$ cat src/rtl/lcd_scan_pkg.sv
`timescale 1ns/1ps
package lcd_scan_pkg;
  // strobes from the line sequencer to the datapath
  typedef struct packed {
    logic issueRead;   // fetch the row for the coming line
    logic latchLine;   // load row data and advance the strobe
    logic frameHead;   // the coming line is panel row 0
  } scanStrobeT;
endpackage

$ cat src/rtl/lcd_scan_ctrl.sv
`timescale 1ns/1ps
module lcd_scan_ctrl
  import lcd_scan_pkg::*;
#(
  parameter int TICKS_PER_LINE = 4,
  parameter int NUM_ROWS       = 34
) (
  input  logic       clk,
  input  logic       rstN,
  input  logic       oscTick,
  input  logic       standby,
  output scanStrobeT strobe
);
  localparam int TW = (TICKS_PER_LINE > 2) ? $clog2(TICKS_PER_LINE) : 1;
  localparam int RW = $clog2(NUM_ROWS);
  localparam logic [TW-1:0] TICK_LAST = TW'(TICKS_PER_LINE - 1);
  localparam logic [TW-1:0] TICK_READ = TW'(TICKS_PER_LINE - 2);
  localparam logic [RW-1:0] ROW_LAST  = RW'(NUM_ROWS - 1);

  logic [TW-1:0] tickCnt;
  logic [RW-1:0] nextLine;
  logic          tickLive;

  assign tickLive = oscTick && !standby;

  always_comb begin
    strobe.issueRead = tickLive && (tickCnt == TICK_READ);
    strobe.latchLine = tickLive && (tickCnt == TICK_LAST);
    strobe.frameHead = (nextLine == '0);
  end

  always_ff @(posedge clk or negedge rstN) begin
    if (!rstN) begin
      tickCnt <= '0;
    end else if (tickLive) begin
      tickCnt <= (tickCnt == TICK_LAST) ? '0 : tickCnt + 1'b1;
    end
  end

  always_ff @(posedge clk or negedge rstN) begin
    if (!rstN) begin
      nextLine <= '0;
    end else if (strobe.latchLine) begin
      nextLine <= (nextLine == ROW_LAST) ? '0 : nextLine + 1'b1;
    end
  end

  assert_tick_range_R2: assert property (@(posedge clk) disable iff (!rstN)
    tickCnt <= TICK_LAST);

  assert_line_range_R4: assert property (@(posedge clk) disable iff (!rstN)
    nextLine <= ROW_LAST);

  assert_standby_tick_hold_R9: assert property (@(posedge clk) disable iff (!rstN)
    standby |=> $stable(tickCnt));

  assert_standby_line_hold_R9: assert property (@(posedge clk) disable iff (!rstN)
    standby |=> $stable(nextLine));
endmodule

$ cat src/rtl/lcd_scan_shift.sv
`timescale 1ns/1ps
module lcd_scan_shift #(
  parameter int LEN = 17
) (
  input  logic           clk,
  input  logic           rstN,
  input  logic           shiftEn,
  input  logic           serIn,
  output logic [LEN-1:0] taps
);
  always_ff @(posedge clk or negedge rstN) begin
    if (!rstN) begin
      taps <= '0;
    end else if (shiftEn) begin
      taps <= {taps[LEN-2:0], serIn};
    end
  end
endmodule

$ cat src/rtl/lcd_scan_datapath.sv
`timescale 1ns/1ps
module lcd_scan_datapath
  import lcd_scan_pkg::*;
#(
  parameter int NUM_COLS = 136,
  parameter int NUM_ROWS = 34,
  parameter int NUM_SEGS = 2
) (
  input  logic                        clk,
  input  logic                        rstN,
  input  scanStrobeT                  strobe,
  input  logic [$clog2(NUM_ROWS)-1:0] startLine,
  input  logic                        displayOn,
  input  logic [NUM_COLS-1:0]         ramRowData,
  output logic                        ramRdEn,
  output logic [$clog2(NUM_ROWS)-1:0] ramRowAddr,
  output logic [NUM_COLS-1:0]         colData,
  output logic [NUM_ROWS-1:0]         rowSel,
  output logic                        frameInv
);
  localparam int RW      = $clog2(NUM_ROWS);
  localparam int SEG_LEN = NUM_ROWS / NUM_SEGS;
  localparam logic [RW-1:0] ROW_LAST = RW'(NUM_ROWS - 1);

  logic [RW-1:0] startSafe;
  logic [NUM_SEGS-1:0][SEG_LEN-1:0] segTaps;
  logic [NUM_SEGS-1:0] segIn;

  assign startSafe = (startLine <= ROW_LAST) ? startLine : '0;

  // read address: reloaded at the frame head, then wraps upward
  always_ff @(posedge clk or negedge rstN) begin
    if (!rstN) begin
      ramRowAddr <= '0;
      ramRdEn    <= 1'b0;
    end else begin
      ramRdEn <= strobe.issueRead;
      if (strobe.issueRead) begin
        if (strobe.frameHead)
          ramRowAddr <= startSafe;
        else
          ramRowAddr <= (ramRowAddr == ROW_LAST) ? '0 : ramRowAddr + 1'b1;
      end
    end
  end

  // held row: blanking clears the latch, never the RAM
  always_ff @(posedge clk or negedge rstN) begin
    if (!rstN) begin
      colData <= '0;
    end else if (!displayOn) begin
      colData <= '0;
    end else if (strobe.latchLine) begin
      colData <= ramRowData;
    end
  end

  always_ff @(posedge clk or negedge rstN) begin
    if (!rstN) begin
      frameInv <= 1'b0;
    end else if (strobe.latchLine && strobe.frameHead) begin
      frameInv <= !frameInv;
    end
  end

  // row strobe chain built from equal segments
  generate
    for (genvar s = 0; s < NUM_SEGS; s++) begin : gSeg
      if (s == 0) begin : gHead
        assign segIn[s] = strobe.frameHead;
      end else begin : gLink
        assign segIn[s] = segTaps[s-1][SEG_LEN-1];
      end
      lcd_scan_shift #(.LEN(SEG_LEN)) uSeg (
        .clk    (clk),
        .rstN   (rstN),
        .shiftEn(strobe.latchLine),
        .serIn  (segIn[s]),
        .taps   (segTaps[s])
      );
    end
  endgenerate

  assign rowSel = segTaps;

  assert_rowsel_onehot_R4: assert property (@(posedge clk) disable iff (!rstN)
    $onehot0(rowSel));

  assert_addr_range_R3: assert property (@(posedge clk) disable iff (!rstN)
    ramRowAddr <= ROW_LAST);

  assert_read_single_R2: assert property (@(posedge clk) disable iff (!rstN)
    ramRdEn |=> !ramRdEn);

  assert_blank_when_off_R8: assert property (@(posedge clk) disable iff (!rstN)
    !displayOn |=> (colData == '0));

  assert_inv_at_head_R6: assert property (@(posedge clk) disable iff (!rstN)
    !$stable(frameInv) |-> rowSel[0]);
endmodule

$ cat src/rtl/lcd_refresh_scanner.sv
`timescale 1ns/1ps
module lcd_refresh_scanner
  import lcd_scan_pkg::*;
#(
  parameter int NUM_COLS       = 136,
  parameter int NUM_ROWS       = 34,
  parameter int TICKS_PER_LINE = 4
) (
  input  logic                        clk,
  input  logic                        rstN,
  input  logic                        oscTick,
  input  logic [$clog2(NUM_ROWS)-1:0] startLine,
  input  logic                        displayOn,
  input  logic                        standby,
  input  logic [NUM_COLS-1:0]         ramRowData,
  output logic                        ramRdEn,
  output logic [$clog2(NUM_ROWS)-1:0] ramRowAddr,
  output logic [2*NUM_COLS-1:0]       colOut,
  output logic [2*NUM_ROWS-1:0]       rowOut,
  output logic                        frameInv
);
  scanStrobeT          strobe;
  logic [NUM_COLS-1:0] colData;
  logic [NUM_ROWS-1:0] rowSel;

  lcd_scan_ctrl #(
    .TICKS_PER_LINE(TICKS_PER_LINE),
    .NUM_ROWS      (NUM_ROWS)
  ) uCtrl (
    .clk    (clk),
    .rstN   (rstN),
    .oscTick(oscTick),
    .standby(standby),
    .strobe (strobe)
  );

  lcd_scan_datapath #(
    .NUM_COLS(NUM_COLS),
    .NUM_ROWS(NUM_ROWS),
    .NUM_SEGS(2)
  ) uPath (
    .clk       (clk),
    .rstN      (rstN),
    .strobe    (strobe),
    .startLine (startLine),
    .displayOn (displayOn),
    .ramRowData(ramRowData),
    .ramRdEn   (ramRdEn),
    .ramRowAddr(ramRowAddr),
    .colData   (colData),
    .rowSel    (rowSel),
    .frameInv  (frameInv)
  );

  generate
    for (genvar c = 0; c < NUM_COLS; c++) begin : gCol
      assign colOut[2*c+1 -: 2] = standby ? 2'b00 : {frameInv, colData[c]};
    end
    for (genvar r = 0; r < NUM_ROWS; r++) begin : gRow
      assign rowOut[2*r+1 -: 2] = standby ? 2'b00 : {frameInv, rowSel[r]};
    end
  endgenerate
endmodule

$ cat config.mk
export PLATFORM = sky130hd
export DESIGN_NAME = lcd_refresh_scanner
export DESIGN_NICKNAME = d
export VERILOG_FILES = /design/src/rtl/lcd_scan_pkg.sv /design/src/rtl/lcd_scan_ctrl.sv /design/src/rtl/lcd_scan_shift.sv /design/src/rtl/lcd_scan_datapath.sv /design/src/rtl/lcd_refresh_scanner.sv
export SDC_FILE = /design/constraint.sdc
export NUM_CORES = 1
export LEC_CHECK = 0
export BUFFER_PORTS_ARGS = -buffer_cell sky130_fd_sc_hd__buf_2
export CAP_MARGIN = 10
export CELL_PAD_IN_SITES_DETAIL_PLACEMENT = 2
export CELL_PAD_IN_SITES_GLOBAL_PLACEMENT = 2
export CORE_AREA = 2 2 191 193
export DETAILED_ROUTE_END_ITERATION = 6
export DIE_AREA = 0 0 193 195
export PLACE_DENSITY = 0.9
export SLEW_MARGIN = 10
export SYNTH_ARGS = -nofsm -noshare
export SYNTH_HDL_FRONTEND = slang
export SYNTH_HIERARCHICAL = 1
export SYNTH_SLANG_ARGS = --single-unit
export TNS_END_PERCENT = 10
$ cat constraint.sdc
create_clock -name clk -period 15.6 [get_ports clk]
set_input_delay 1.56 -clock clk [delete_from_list [all_inputs] [get_ports clk]]
set_output_delay 1.56 -clock clk [all_outputs]
set_load 0.005 [all_outputs]
==> results.py <==
metrics = {
    "routing": {
        "antenna_left": 0,
        "drtIter0Drc": 215,
        "via_per_inst": 4.438,
        "num_vias": 7775,
        "firstDrtPassIters": 4,
        "finalWirelength_mm": 33.95,
        "wl_per_cell_um": 19.38,
        "drc": 0,
    },
    "synth": {
        "synth_area_per_cell_um2": 11.30,
        "yosysTopAreaCell": "dfrtp_1",
        "synth_cells": 963,
        "ys_seq_elements": 186,
        "synth_top_cells_by_area": "dfrtp_1 (43%), mux2i_1 (13%), nor2b_1 (12%)",
        "ys_seq_area_frac": 0.4278,
        "netlist-cell-type-count": 53,
        "synthArstFlopShare": 1.000,
        "synth_top_area_share": 0.4278,
        "synthFlopType": "dfrtp_1",
        "synth-edff-count": 0,
        "ys_warn_count": 6,
        "synth_area_um2": 10880,
        "synth_fp_nets": 1117,
    },
    "setup_path": {
        "critPathKind": "primary input to output port",
        "endpoint_kind": "output port",
        "start_kind": "primary input",
        "critPathMaxFanout": 170,
        "r2r_cells": 6,
        "crit_path_top_delay_cell": "buf_4",
        "arrival_ps": 3500,
        "path_delay_family": "buffers and inverters",
        "crit_buf_inv": 4,
        "cpPeakStageDelay_ps": 720,
        "cp_num_cells": 5,
        "worst_ep_required_time_ps": 14040,
        "path_cells": "buf_6, buf_4, nor2b_4, buf_6, buf_2",
        "crit_top_cell": "buf_6",
    },
    "cts": {
        "clkSlewWorstSetupHoldPaths_ps": 70,
        "clock-sinks": 186,
        "cts_setup_buffers": 0,
        "root_buffer": "clkbuf_16",
        "numCtsBuffers": 17,
        "insertion_delay_ps": 430,
        "ctsResizeCount": 0,
        "cts_buffer_depth": 2,
        "htreeDepth": 4,
        "cts_tree": "yes",
        "hold_buffers": 0,
    },
    "die": {
        "start_util": 0.3074,
        "placementRows": 69,
        "fp.dieH_um": 195,
        "core-area_um2": 35400,
        "die-area_um2": 37640,
        "io_pins": 495,
        "die_w_um": 193,
    },
    "power": {
        "ir_drop_v": 0.00005314,
        "p_clk_frac": 0.333,
        "p_int_mw": 0.9465,
        "sw_frac_of_total": 0.3108,
        "pwr_density_cell_nw_per_um2": 106.0,
        "switchingPower_mw": 0.4268,
        "p_seq_frac": 0.401,
        "p_leak_nw": 6.492,
        "p_total_mw": 1.373,
        "share_comb_of_total_power": 0.266,
    },
    "timing": {
        "tns_ps": 0,
        "slew_violations": 0,
        "period_share": 0.3241,
        "skew_ps": 11.15,
        "min_period_ps": 5055,
        "finalWorstSetupSlack_ps": 10540,
        "hold_ws_ps": 506.1,
        "relSlewSlack": 0.2814,
        "finalHoldViolCount": 0,
        "worstMarginPinSlew_ps": 1078,
        "rsz0062_at_grt": "false",
        "fmax_ghz": 0.1978,
        "setup_violations": 0,
    },
    "hold_path": {
        "hold_path_depth": 1,
        "hp-class": "flip-flop to flip-flop",
    },
    "place": {
        "port_buffers": 494,
        "finalWeightedCongestion": 0.7653,
        "hpwl_mm": 24.68,
        "dp_worst_setup_slack_ps": 10340,
    },
    "layout": {
        "drive_gt1_frac": 0.5247,
        "syn_to_final_growth_pct": 19.09,
        "nets": 1414,
        "layout_common_cells": "buf_2 (491), nor2b_1 (216), dfrtp_1 (186), mux2i_1 (136), nor2b_2 (90)",
        "final_common_cell": "buf_2",
        "final_core_util": 0.3660,
    },
    "run_status": {
        "status": "finished, final reports clean",
    },
    "grt": {
        "globalRouteOverflowTotal": 0,
        "track_usage": 0.1754,
        "grt_pass1_vias": 8540,
        "grt_pass1_wl_mm": 50.58,
        "antenna_found_initial": 19,
        "grt_max_degree": 171,
    },
    "job": {
        "maxCapViolCount": 0,
    },
}
cells in the mapped netlist, types with 2 or more instances:
master and instances:
o21ai_0 5, buf_4 176, nand3b_1 2, buf_2 9
nor2_1 3, a21oi_1 5, xnor2_1 3, inv_1 9
a31o_2 2, nor2b_1 217, nor2b_2 90, ha_1 7
clkbuf_1 13, mux2i_1 136, dfrtp_1 186, mux2_4 20
nand2_1 6, nand2b_1 2, buf_12 2, mux2_2 14
nand4_1 2, buf_6 21, o21ai_1 3
cells by family after synthesis:
logic type | share of synthesized area
AO/OA/AOI/OAI | 0.02013
adder cells (fa/ha/maj) | 0.008050
AND/OR/NAND/NOR | 0.2136
buffers and inverters | 0.1608
flip-flops | 0.4278
multiplexers | 0.1672
XOR/XNOR | 0.002416
metrics by stage:
stage	cells	cell area, µm²
finish	1752	12960
global route	1750	12950
CTS	1734	12910
detailed placement	1702	12310
global placement	1702	12310
floorplan	963	10880
path summary, 6_finish.rpt:
check	endpoint	start	slack [ps]
max	rowOut[3]	standby	10540
min	uCtrl/nextLine[4]	uCtrl/nextLine[4]	510
max reg2reg	uPath/colData[73]	uCtrl/tickCnt[0]	12230
min reg2reg	uCtrl/nextLine[4]	uCtrl/nextLine[4]	510
max in group asynchronous	uPath/colData[30]	rstN	13190
min in group asynchronous	uPath/colData[103]	rstN	1100
layout make-up:
class / instances / area [µm²]
Multi-Input combinational cell: 544 / 4483
Inverter: 9 / 41.29
Clock buffer: 20 / 436.7
Tap cell: 461 / 576.8
Antenna cell: 18 / 45.04
Clock inverter: 12 / 165.2
Fill cell: 3879 / 22440
Sequential cell: 186 / 4654
Timing Repair Buffer: 502 / 2554
flip-flops by register name (all words and copies together), names as in the netlist:
| register | count |
|---|---|
| uCtrl/nextLine | 6 |
| uCtrl/tickCnt | 2 |
| uPath/colData | 136 |
| uPath/frameInv | 1 |
| uPath/gSeg.uSeg/taps | 34 |
| uPath/ramRdEn | 1 |
| uPath/ramRowAddr | 6 |
power groups by stage:
stage          clock (mW)  combinational (mW)  sequential, mW
3_5_place_dp            0               0.374           0.560
6_report            0.457               0.365           0.551
4_1_cts             0.473               0.376           0.552
2_1_floorplan           0               0.389           0.548
3_3_place_gp            0               0.352           0.556
5_1_grt             0.490               0.411           0.557
per-layer routing:
| metal | track usage | vias up | wire length [µm] |
|---|---|---|---|
| li1 | - | 3541 | - |
| met1 | 0.1876 | 3858 | 12260 |
| met2 | 0.3138 | 317 | 18260 |
| met3 | 0.05320 | 55 | 2467 |
| met4 | 0.08053 | 4 | 927 |
| met5 | 0 | - | 27 |
Power figures use the tool's default switching activity.
